<file path="config.mk">
export PLATFORM = sky130hd
export DESIGN_NAME = missed_tick_watchdog
export DESIGN_NICKNAME = d
export VERILOG_FILES = /design/src/rtl/mtw_pkg.sv /design/src/rtl/mtw_prio_enc.sv /design/src/rtl/mtw_datapath.sv /design/src/rtl/mtw_control.sv /design/src/rtl/missed_tick_watchdog.sv
export SDC_FILE = /design/constraint.sdc
export NUM_CORES = 1
export LEC_CHECK = 0
export ABC_AREA = 1
export BUFFER_PORTS_ARGS = -buffer_cell sky130_fd_sc_hd__buf_4
export CAP_MARGIN = 0
export CORE_MARGIN = 2
export CORE_UTILIZATION = 58
export DETAILED_ROUTE_END_ITERATION = 10
export PLACE_DENSITY = 0.93
export SLEW_MARGIN = 20
export SYNTH_ARGS = -nofsm -noshare
export SYNTH_HDL_FRONTEND = slang
export SYNTH_SLANG_ARGS = --single-unit
</file>
<file path="constraint.sdc">
create_clock -name clk -period 4.76 [get_ports clk]
set_input_delay 0.714 -clock clk [delete_from_list [all_inputs] [get_ports clk]]
set_output_delay 0.714 -clock clk [all_outputs]
set_load 0.005 [all_outputs]
</file>
<file path="src/rtl/mtw_pkg.sv">
package mtw_pkg;

  // Strobes issued by the control to the datapath in a single cycle
  typedef struct packed {
    logic cntClr;
    logic cntInc;
    logic nmiFire;
    logic limitLoad;
  } mtwStrobe_t;

endpackage

</file>
<file path="src/rtl/mtw_prio_enc.sv">
module mtw_prio_enc #(
  parameter int NUM_SRC = 4,
  parameter int IDX_W   = $clog2(NUM_SRC + 1)
) (
  input  logic [NUM_SRC-1:0] pending,
  output logic [IDX_W-1:0]   idx
);

  // Lowest bit number wins; encoded as bit number plus one
  always_comb begin
    idx = '0;
    for (int i = NUM_SRC - 1; i >= 0; i--) begin
      if (pending[i]) idx = IDX_W'(i + 1);
    end
  end

endmodule

</file>
<file path="src/rtl/mtw_datapath.sv">
module mtw_datapath
  import mtw_pkg::*;
#(
  parameter int NUM_SRC   = 4,
  parameter int CNT_W     = 8,
  parameter int NMI_LEN   = 4,
  parameter int LIMIT_DEF = 5,
  parameter int IDX_W     = $clog2(NUM_SRC + 1)
) (
  input  logic               clk,
  input  logic               rstN,
  input  logic [NUM_SRC-1:0] reqIn,
  input  logic               ackWr,
  input  logic [IDX_W-1:0]   ackIdx,
  input  logic [CNT_W-1:0]   limitData,
  input  mtwStrobe_t         strb,
  output logic [NUM_SRC-1:0] pending,
  output logic               timerEdge,
  output logic [CNT_W-1:0]   missCnt,
  output logic [CNT_W-1:0]   limitVal,
  output logic               nmiN
);

  localparam int NMI_W = $clog2(NMI_LEN + 1);

  logic [NUM_SRC-1:0] reqPrev;
  logic [NUM_SRC-1:0] reqRise;
  logic [NUM_SRC-1:0] ackHit;
  logic [NMI_W-1:0]   nmiLeft;

  assign reqRise   = reqIn & ~reqPrev;
  assign timerEdge = reqRise[0];

  genvar g;
  generate
    for (g = 0; g < NUM_SRC; g++) begin : g_src
      assign ackHit[g] = ackWr && (ackIdx == IDX_W'(g + 1));

      always_ff @(posedge clk) begin
        if (!rstN) begin
          reqPrev[g] <= 1'b0;
          pending[g] <= 1'b0;
        end else begin
          reqPrev[g] <= reqIn[g];
          // a fresh edge outranks an acknowledge in the same cycle
          if (reqRise[g])     pending[g] <= 1'b1;
          else if (ackHit[g]) pending[g] <= 1'b0;
        end
      end
    end
  endgenerate

  always_ff @(posedge clk) begin
    if (!rstN) begin
      missCnt <= '0;
    end else if (strb.cntClr) begin
      missCnt <= '0;
    end else if (strb.cntInc) begin
      missCnt <= missCnt + 1'b1;
    end
  end

  always_ff @(posedge clk) begin
    if (!rstN) begin
      limitVal <= CNT_W'(LIMIT_DEF);
    end else if (strb.limitLoad) begin
      limitVal <= limitData;
    end
  end

  always_ff @(posedge clk) begin
    if (!rstN) begin
      nmiLeft <= '0;
    end else if (strb.nmiFire) begin
      nmiLeft <= NMI_W'(NMI_LEN);
    end else if (nmiLeft != '0) begin
      nmiLeft <= nmiLeft - 1'b1;
    end
  end

  assign nmiN = (nmiLeft == '0);

endmodule

</file>
<file path="src/rtl/mtw_control.sv">
module mtw_control
  import mtw_pkg::*;
#(
  parameter int CNT_W = 8
) (
  input  logic             clk,
  input  logic             rstN,
  input  logic             timerEdge,
  input  logic             segWr,
  input  logic             limitWr,
  input  logic [CNT_W-1:0] missCnt,
  input  logic [CNT_W-1:0] limitVal,
  output mtwStrobe_t       strb
);

  logic armed;
  logic reachLimit;
  logic cntFull;

  assign cntFull    = (missCnt == {CNT_W{1'b1}});
  assign reachLimit = (limitVal != '0) &&
                      (({1'b0, missCnt} + 1'b1) >= {1'b0, limitVal});

  always_comb begin
    strb           = '0;
    strb.limitLoad = limitWr;
    strb.cntClr    = segWr;
    strb.cntInc    = !segWr && timerEdge && armed && !cntFull;
    strb.nmiFire   = strb.cntInc && reachLimit;
  end

  always_ff @(posedge clk) begin
    if (!rstN) begin
      armed <= 1'b1;
    end else if (segWr) begin
      armed <= 1'b1;
    end else if (strb.nmiFire) begin
      armed <= 1'b0;
    end
  end

endmodule

</file>
<file path="src/rtl/missed_tick_watchdog.sv">
module missed_tick_watchdog
  import mtw_pkg::*;
#(
  parameter int NUM_SRC   = 4,
  parameter int CNT_W     = 8,
  parameter int NMI_LEN   = 4,
  parameter int LIMIT_DEF = 5,
  parameter int IDX_W     = $clog2(NUM_SRC + 1)
) (
  input  logic               clk,
  input  logic               rstN,
  input  logic [NUM_SRC-1:0] reqIn,
  input  logic               ackWr,
  input  logic [IDX_W-1:0]   ackIdx,
  input  logic               segWr,
  input  logic               limitWr,
  input  logic [CNT_W-1:0]   limitData,
  output logic [IDX_W-1:0]   statusIdx,
  output logic               irqN,
  output logic               nmiN
);

  mtwStrobe_t         strb;
  logic [NUM_SRC-1:0] pending;
  logic               timerEdge;
  logic [CNT_W-1:0]   missCnt;
  logic [CNT_W-1:0]   limitVal;

  mtw_datapath #(
    .NUM_SRC(NUM_SRC), .CNT_W(CNT_W), .NMI_LEN(NMI_LEN),
    .LIMIT_DEF(LIMIT_DEF), .IDX_W(IDX_W)
  ) u_dp (
    .clk(clk), .rstN(rstN), .reqIn(reqIn), .ackWr(ackWr), .ackIdx(ackIdx),
    .limitData(limitData), .strb(strb), .pending(pending),
    .timerEdge(timerEdge), .missCnt(missCnt), .limitVal(limitVal), .nmiN(nmiN)
  );

  mtw_control #(.CNT_W(CNT_W)) u_ctl (
    .clk(clk), .rstN(rstN), .timerEdge(timerEdge), .segWr(segWr),
    .limitWr(limitWr), .missCnt(missCnt), .limitVal(limitVal), .strb(strb)
  );

  mtw_prio_enc #(.NUM_SRC(NUM_SRC), .IDX_W(IDX_W)) u_enc (
    .pending(pending), .idx(statusIdx)
  );

  assign irqN = ~|pending;

endmodule

</file>
; ---- After elaboration in Yosys (flattened, before gate mapping)
; Cells that the tools add are included.
[word_totals]
reg_bits = 28
output_inout_bits = 5
in_bits = 20
wordCells = 62
[classes]
reduce_logical = 23
add_sub_neg = 3
n_lt_le_gt_ge = 1
n_mux = 14
bitwise_logic = 3
n_eq_ne = 5
[ops]
columns = cell, count
row1 = 3-bit two-way mux, 6
row2 = 2-bit nonzero test, 5
row3 = "8-bit by 1-bit adder with 9-bit output, second input constant", 1
row4 = 9-bit by 8-bit >= comparator with 1-bit output, 1
row5 = 1-bit logical AND, 9
row6 = "8-bit by 1-bit adder with 8-bit output, second input constant", 1
row7 = "8-bit == test, second input constant", 1
row8 = 1-bit two-way mux, 8
row9 = 8-bit nonzero test, 1
row10 = "3-bit by 2-bit == test with 1-bit output, second input constant", 2
row11 = 4-bit AND, 1
row12 = 4-bit inverter, 1
row13 = 2-bit OR reduction, 2
row14 = 4-bit OR reduction, 1
row15 = "3-bit by 1-bit == test with 1-bit output, second input constant", 1
row16 = "3-bit == test, second input constant", 1
row17 = 1-bit logical NOT, 3
row18 = 3-bit logical NOT, 1
row19 = 3-bit nonzero test, 1
row20 = "3-bit by 1-bit subtractor with 3-bit output, second input constant", 1
row21 = 1-bit inverter, 1

; ---- Depth between registers and ports, before layout
; Gate-level depths: netlist of run 1.
[logic_depth]
ltp_word = 7
mapped_depth = 15
mapped_depth_nobuf = 15

; ---- Cells and area by module
; From an unflattened synthesis of run 1, not the netlist that was laid out.
[hier_totals]
hier_cells = 230
area_unflattened_um2 = 1644.1
[modules_own_cells]
columns = mod, seq_area_each_um2, cells_each, n_inst, area_per_inst_um2
row1 = mtw_datapath, 540.5, 140, 1, 1087.3
row2 = mtw_control, 20.0, 74, 1, 491.7
row3 = mtw_prio_enc, 0.0, 9, 1, 38.8
row4 = missed_tick_watchdog, 0.0, 7, 1, 26.3

; ---- Least setup slack after synthesis of run 1
; OpenSTA, ideal clock, no wires.
[synth_path]
path_type = register -> register
from = register u_dp.missCnt[0]
to = register u_ctl.armed
required_ns = 4.639
setup_ns = 0.121
n_path_buf = 0
stages_incl_launch_ff = 16
period_less_slack_ns = 1.781
path_slack_ns = 2.979
arrival_ns = 1.660
cell_sequence = dfxtp_1 > ha_1 > nand3_2 > xnor2_1 > ha_1 > nand2_1 > inv_1 > nand3_1 > nand3_1 > nand2_1 > nand2_1 > nand2_1 > nand2_1 > nand2_2 > nand2_1 > nand2_1
[synth_via]
elab_chain_cells = 4
elab_cells_between_ends = 7
cone_classes = add/sub: 1 / order compare: 1 / eq/ne: 1 / reduce/logical: 4
[synth_rtl]
columns = element, line_no
row1 = from (decl), mtw_datapath.sv:19  ; output logic [CNT_W-1:0] missCnt,
row2 = from (signal assigned), mtw_datapath.sv:59  ; missCnt <= missCnt + 1'b1;
row3 = 8-bit by 1-bit adder with 9-bit output or 8-bit == test (tied branches), "mtw_control.sv:22, mtw_control.sv:20"
row4 = 9-bit by 8-bit >= comparator with 1-bit output or 1-bit logical NOT (tied branches), "mtw_control.sv:22, mtw_control.sv:28"
row5 = "1-bit logical AND, on equally long branches", "mtw_control.sv:21, mtw_control.sv:28"
row6 = 1-bit logical AND *, mtw_control.sv:29  ; strb.nmiFire = strb.cntInc && reachLimit;
row7 = to (signal assigned), mtw_control.sv:34  ; armed <= 1'b1;
row8 = to (signal assigned), mtw_control.sv:36  ; armed <= 1'b1;
row9 = to (signal assigned), mtw_control.sv:38  ; armed <= 1'b0;
row10 = to (decl), mtw_control.sv:16  ; logic armed;
; Every way passes the cells marked *; elsewhere a longest branch is shown, timed or not.
; A chain may end at the register's enable or synchronous reset.

; ---- Worst setup path in the final report of run 1
[layout_path]
from = register u_dp.missCnt[0]
to = register u_dp.nmiLeft[0]
[layout_via]
elab_chain_cells = 5
elab_cells_between_ends = 8
cone_classes = add/sub: 1 / order compare: 1 / eq/ne: 1 / reduce/logical: 5
[layout_rtl]
columns = element, line_no
row1 = 8-bit by 1-bit adder with 9-bit output or 8-bit == test (tied branches), "mtw_control.sv:22, mtw_control.sv:20"
row2 = 9-bit by 8-bit >= comparator with 1-bit output or 1-bit logical NOT (tied branches), "mtw_control.sv:22, mtw_control.sv:28"
row3 = "1-bit logical AND, on equally long branches", "mtw_control.sv:21, mtw_control.sv:28"
row4 = 1-bit logical AND *, mtw_control.sv:29
row5 = 2-bit OR reduction (no line) *, -
row6 = to (signal assigned), mtw_datapath.sv:75  ; nmiLeft <= NMI_W'(NMI_LEN);
row7 = to (signal assigned), mtw_datapath.sv:77  ; nmiLeft <= nmiLeft - 1'b1;
row8 = to (decl), mtw_datapath.sv:29  ; logic [NMI_W-1:0] nmiLeft;
; Marks and branches as above.

==> run metrics, run 1 <==
drt via density 5.34; drt initial violations 27; global placer's final weighted congestion 0.857; Max H-tree Level 1; hold depth 1; Root Buffer clkbuf_4; Req. time, crit path 5.05 ns; Hold Crit Class reg2reg; Min Hold Slack roughly 0.42 ns; Hold Fails Final Rpt 0; drt total wl roughly 2900 µm; Netlist cell types 24; post-synth net total 220; #FFs+latches synth 28; Seq/Total Area, Yosys 39.5%; initial core utilization 63.0%; routed len/inst between 10 and 15 µm; Synth Cell Area 1420 µm²; vias 1298; CTS tree built; antenna cell count 0; Worst Tran Pin Value 0.391 ns; clk_skew 0.00353 ns; R2R cell count 15; Routed Antenna Nets 0; Final Util 74.5%; Critical Path AT 2.35 ns; number of synthesis warnings 0; initial antenna violation count 0; Sink Count 28; outcome finished, final reports clean; post-synth top area cell dfxtp_1; worst-path maximum fanout 5; total global-route track usage around a quarter; post-CTS setup buffers 0; fmax about 0.5 GHz; Synth area leaders dfxtp_1 39%, ha_1 9.7%, inv_1 9.3%, nand2_1 7.1%, a21oi_1 6.0%; Detail Placement HPWL 2270 µm; Avg Cell Area, Syn 7.51 µm²; die width 53.5 µm; RSZ-0062 raised after global routing false; Slew HR between 70% and 80%; DRC viols 0; Yosys top cell area share 39.5%; layout cells sized above 1 about a fifth; pwr/cell area 337 nW/µm²; crit end category flip-flop; DIE AREA 2860 µm²; Slew Viols, Final 0; clock latency at the later pin of the worst-skew pair 0.34 ns; Pre-antenna DRT Iters 4; most frequent CP cell nand2_1; largest net degree at the start of global routing 17; Max IR drop VDD 0.257 mV; Worst-path clk slew approximately 0.15 ns; hold buffer count at cts 0; Crit Path Class reg2reg; # rows 17; CP Launch Type flip-flop; Final min period 2.05 ns; first-pass GRT wire length between 4000 and 5000 µm; IO Count 25; NumNets Final between 200 and 250; Die Span Y roughly 53 µm; buffers added on ports 24; vias in the first global route 1233; cells after synthesis approximately 190; fin crit share 43.2%; CP Cell Sequence ha_1 > nand3_2 > xnor2_1 > ha_1 > nand2_1 > inv_1 > nand3_1 > nand3_1 > nand2_1 > nand2_1 > nand2_1 > nand2_1 > nand2_2 > nand2_2 > nor2_1; CP max stage delay 0.43 ns; core area roughly 2300 µm²; Max Root-Sink Buffers 2; setup TNS 0 ns; slowest cell on the critical path dfxtp_1; Resized cells post-CTS 0; dpl cell area 1630 µm²; TritonCTS Buffers 3; # setup viols final 0; final instance area roughly 1700 µm²; Syn-to-layout area delta 18.2%; GRT overflow 0; leakage between 0.8 and 0.9 nW; max-capacitance violation count 0
## flip-flops by register name, summed over array words and instances (netlist names)
signal	count
u_ctl.armed	1
u_dp.limitVal	8
u_dp.nmiLeft	3
u_dp.pending	4
u_dp.reqPrev	4
u_dp.missCnt	8
## report_power, final
part / switching [mW] / total, mW / internal, mW
registers: 0.0121 / 0.269 / 0.257
logic: 0.0756 / 0.139 / 0.0630
clock network: 0.0727 / 0.158 / 0.0854
total: 0.160 / 0.566 / 0.406
## critical path: cells and delay by family (launching register included)
kind / cells / cell delay [ns]
AND/OR/NAND/NOR: 11 / 0.79
flip-flops: 1 / 0.43
buffers and inverters: 1 / 0.05
XOR/XNOR: 1 / 0.22
adder cells (fa/ha/maj): 2 / 0.51
## logic make-up after synthesis
kind of cell	count (synthesis)	synth area share, %
and+or+nand+nor	64	21.4
DFF	28	39.5
buffers and inverters	40	10.7
AOI/OAI and AO/OA	40	15.1
xor gates and xnor gates	6	3.70
adders and majority gates	11	9.69
## final timing paths
check                           slack (ns)                          from                      endpoint
worst max-delay path                  2.71  u_dp.missCnt[0]$_SDFFE_PP0P_  u_dp.nmiLeft[0]$_SDFFE_PP0N_
worst min-delay path                  0.42    u_dp.reqPrev[3]$_SDFF_PN0_  u_dp.pending[3]$_SDFFE_PN0P_
worst min register to register        0.42    u_dp.reqPrev[3]$_SDFF_PN0_  u_dp.pending[3]$_SDFFE_PN0P_
worst max register to register        2.71  u_dp.missCnt[0]$_SDFFE_PP0P_  u_dp.nmiLeft[0]$_SDFFE_PP0N_
## Yosys cell counts
| cell | count |
|---|---|
| nor4_1 | 2 |
| a21oi_2 | 1 |
| o21ai_0 | 10 |
| o21ai_1 | 10 |
| dfxtp_1 | 28 |
| inv_1 | 35 |
| nand2_2 | 3 |
| ha_1 | 11 |
| xor2_1 | 5 |
| nand3_2 | 2 |
| a21oi_1 | 17 |
| nor2_1 | 16 |
| a211oi_2 | 1 |
| clkbuf_1 | 1 |
| nand3_4 | 1 |
| nand2_1 | 27 |
| inv_2 | 3 |
| nor2_4 | 1 |
| xnor2_1 | 1 |
| nand4_1 | 1 |
| buf_2 | 1 |
| a21o_1 | 1 |
| nor2_2 | 1 |
| nand3_1 | 10 |
## stage by stage
step	std cells	worst slack [ns]	power, mW
5_1_grt	243	2.52	0.596
6_report	243	2.71	0.566
2_1_floorplan	189	2.98	0.361
4_1_cts	243	2.71	0.569
3_5_place_dp	239	2.76	0.413
3_3_place_gp	239	2.87	0.405
## placed cells by master (no fill, tap or decap), drive strengths merged
| master | n |
|---|---|
| buf | 24 |
| a211oi | 1 |
| ha | 11 |
| bufinv | 1 |
| nand2 | 30 |
| a21o | 1 |
| nor2 | 18 |
| o21ai | 20 |
| clkbuf | 3 |
| nor4 | 2 |
| dfxtp | 28 |
| xnor2 | 1 |
| nand3 | 13 |
| nand4 | 1 |
| xor2 | 5 |
| a21oi | 18 |
| inv | 38 |
## layer usage
layer / track usage, % / up-vias / routed length, µm
li1: - / 654 / -
met1: 25.7 / 596 / 1250
met2: 44.4 / 41 / 1460
met3: 5.93 / 7 / 137
met4: 10.3 / 0 / 49
met5: 0 / - / 0
## layout make-up
type | instances | area [µm²]
clock buffers | 3 | 22.5
repair buffers | 24 | 180
fillers | 177 | 576
multi-input cells | 121 | 708
flip-flops and latches | 28 | 561
well taps | 28 | 35.0
inverters | 38 | 143
clock inverters | 1 | 30.0
Note: power is estimated with default switching activity, not from simulation.
==> inputs of run 2 (changes only) <==
--- a/config.mk
+++ b/config.mk
@@ -9,9 +9,9 @@
 export BUFFER_PORTS_ARGS = -buffer_cell sky130_fd_sc_hd__buf_4
 export CAP_MARGIN = 0
 export CORE_MARGIN = 2
-export CORE_UTILIZATION = 58
+export CORE_UTILIZATION = 54
 export DETAILED_ROUTE_END_ITERATION = 10
-export PLACE_DENSITY = 0.93
+export PLACE_DENSITY = 0.88
 export SLEW_MARGIN = 20
 export SYNTH_ARGS = -nofsm -noshare
 export SYNTH_HDL_FRONTEND = slang
==> constraint.sdc (replaced) <==
create_clock -name clk -period 2 [get_ports clk]
set_input_delay 0.3 -clock clk [delete_from_list [all_inputs] [get_ports clk]]
set_output_delay 0.3 -clock clk [all_outputs]
set_load 0.005 [all_outputs]
==> run 2 against run 1 <==
  * Design area up 3.7%
  * Count of clock-buffer cells in the layout is the same
  * Critical endpoint is now u_ctl.armed$_SDFFE_PP1P_
  * Die area rose by 6.8%
  * Worst hold slack worse by 0.29 ns
  * Sequential cell count did not move
  * Combinational power rose by 140%
  * Via count is 2.2% lower
  * Power is 140% higher
  * Utilization shrank 4.2 points
  * Maximum frequency grew 4.1%
==> run metrics, run 2 (synthesis results as in run 1) <==
WP depth 15; Cell Int Power 0.964 mW; worst-path maximum fanout 5; clk_skew 0.00514 ns; clock power share 28.0%; leakage around 0.87 nW; Max Root-Sink Buffers 2; initial core utilization 57.3%; Slew Viols, Final 0; clock latency at the later pin of the worst-skew pair ~0.34 ns; non-filler cells, final between 200 and 250; max-capacitance violation count 0; # rows 18; first-pass GRT wire length between 4000 and 5000 µm; largest registers u_dp.limitVal (8), u_dp.missCnt (8); fin crit share 98.7%; switching share of power about 28%; commonest cells after routing, fill and taps aside 35 x inv_1, 27 x nand2_1, 25 x buf_4, 25 x dfxtp_1, 17 x a21oi_1; Hold Crit Class in2reg; Max H-tree Level 1; most common cell after layout, fill and taps aside inv_1; GRT overflow 0; worst setup path endpoint u_ctl.armed$_SDFFE_PP1P_; outcome finished, final reports clean; CP Launch Type flip-flop; global placer's final weighted congestion 0.803; Detail Placement HPWL between 2000 and 2500 µm; initial antenna violation count 0; antenna cell count 0; DIE AREA between 3000 and 4000 µm²; Final min period slightly below 2 ns; Buf/Inv on CP 1; R2R cell count 15; drt via density 5.16; die width about 55 µm; final instance area 1740 µm²; CP Cell Sequence ha_4 > nand3_4 > xnor2_2 > ha_1 > nand2_1 > inv_1 > nand3_1 > nand3_1 > nand2_1 > nand2_1 > nand2_1 > nand2_1 > nand2_2 > nand2_1 > nand2_1; total global-route track usage between 15 and 20%; fmax 0.507 GHz; dpl cell area 1630 µm²; worst r2r src u_dp.missCnt[0]$_SDFFE_PP0P_; slowest cell on the critical path dfxtp_4; hold buffer count at cts 0; Crit Path Class reg2reg; vias 1270; Max IR drop VDD roughly 0.8 mV; Sink Count 28; CP top delay family simple AND/OR/NAND/NOR gates; core area 2480 µm²; IO Count 25; Comb power frac 24.4%; most frequent CP cell nand2_1; setup ws final 0.0262 ns; drt initial violations 30; largest net degree at the start of global routing 17; routed len/inst 11.9 µm; Min Hold Slack between 0.1 and 0.15 ns; # setup viols final 0; pwr/cell area 770 nW/µm²; vias in the first global route approximately 1200; Psw about 0.38 mW; drt total wl 2920 µm; Place WS 0.0158 ns; Critical Path AT 2.21 ns; Slew HR 73.4%; NumNets Final 248; Routed Antenna Nets 0; Req. time, crit path 2.23 ns; CP max stage delay 0.41 ns; crit end category flip-flop; Worst Tran Pin Value 0.395 ns; CTS tree built; TritonCTS Buffers 3; Die Span Y 55.3 µm; Hold Fails Final Rpt 0; end of the worst register-to-register path u_ctl.armed$_SDFFE_PP1P_; crit path from u_dp.missCnt[0]$_SDFFE_PP0P_; r2r setup slk 0.03 ns; Post-Place Cells ~240; layout cells sized above 1 23.1%; Worst-path clk slew 0.15 ns; DRC viols 0; Pre-antenna DRT Iters 4; Seq pwr share 47.6%; Root Buffer clkbuf_4; buffers added on ports 24; Syn-to-layout area delta 22.6%
## run 2: how the worst min path moves through the flow
stage / start / to / slack (ns) / cells past startpoint
finish: reqIn[0] / u_dp.reqPrev[0]$_SDFF_PN0_ / 0.14 / 3
global route: reqIn[0] / u_dp.reqPrev[0]$_SDFF_PN0_ / 0.15 / 3
CTS: reqIn[0] / u_dp.reqPrev[0]$_SDFF_PN0_ / 0.13 / 3
detailed placement: u_dp.reqPrev[3]$_SDFF_PN0_ / u_dp.pending[3]$_SDFFE_PN0P_ / 0.40 / 1
global placement: u_dp.reqPrev[2]$_SDFF_PN0_ / u_dp.pending[2]$_SDFFE_PN0P_ / 0.40 / 1
floorplan: reqIn[0] / u_dp.reqPrev[0]$_SDFF_PN0_ / 0.39 / 2
## run 2: stage by stage
stage          power [mW]  TNS (ns)  utilization, %
5_1_grt              1.42    -0.121            70.3
3_3_place_gp        0.963         0            65.8
3_5_place_dp        0.972         0            65.8
6_report             1.34         0            70.3
4_1_cts              1.34         0            67.9
2_1_floorplan       0.860         0               -
## run 2: final cells by class
class | instances | area [µm²]
repair buffers | 25 | 188
multi-input cells | 121 | 751
clock buffers | 3 | 22.5
clock inverters | 1 | 30.0
flip-flops and latches | 28 | 569
inverters | 38 | 143
well taps | 30 | 37.5
fillers | 207 | 737
## run 2: metal layers
metal,global-route usage [%],wire length [µm]
met3,2.34,97
met4,8.36,73
met1,23.7,1330
met2,31.1,1410
met5,0,0
## run 2: power groups by stage
stage          sequential (mW)  clock, mW  combinational [mW]
4_1_cts                  0.640      0.378               0.322
5_1_grt                  0.648      0.396               0.372
3_3_place_gp             0.651          0               0.312
6_report                 0.639      0.375               0.327
2_1_floorplan            0.647          0               0.213
3_5_place_dp             0.652          0               0.320
## run 2: timing repair
| item | 4_1_cts | 5_1_grt |
|---|---|---|
| pin swaps | 0 | 2 |
| setup endpoints to repair | 3 | 4 |
| gates resized for setup | 1 | 11 |
| cloned | 0 | 0 |
| setup buffers | 0 | 1 |
## run 2: worst reg2reg max path: stages, from the launching register on
cell	delay, ns
dfxtp_4	0.41
ha_4	0.16
nand3_4	0.09
xnor2_2	0.17
ha_1	0.32
nand2_1	0.06
inv_1	0.07
nand3_1	0.07
nand3_1	0.07
nand2_1	0.07
nand2_1	0.08
nand2_1	0.07
nand2_1	0.07
nand2_2	0.07
nand2_1	0.06
nand2_1	0.04
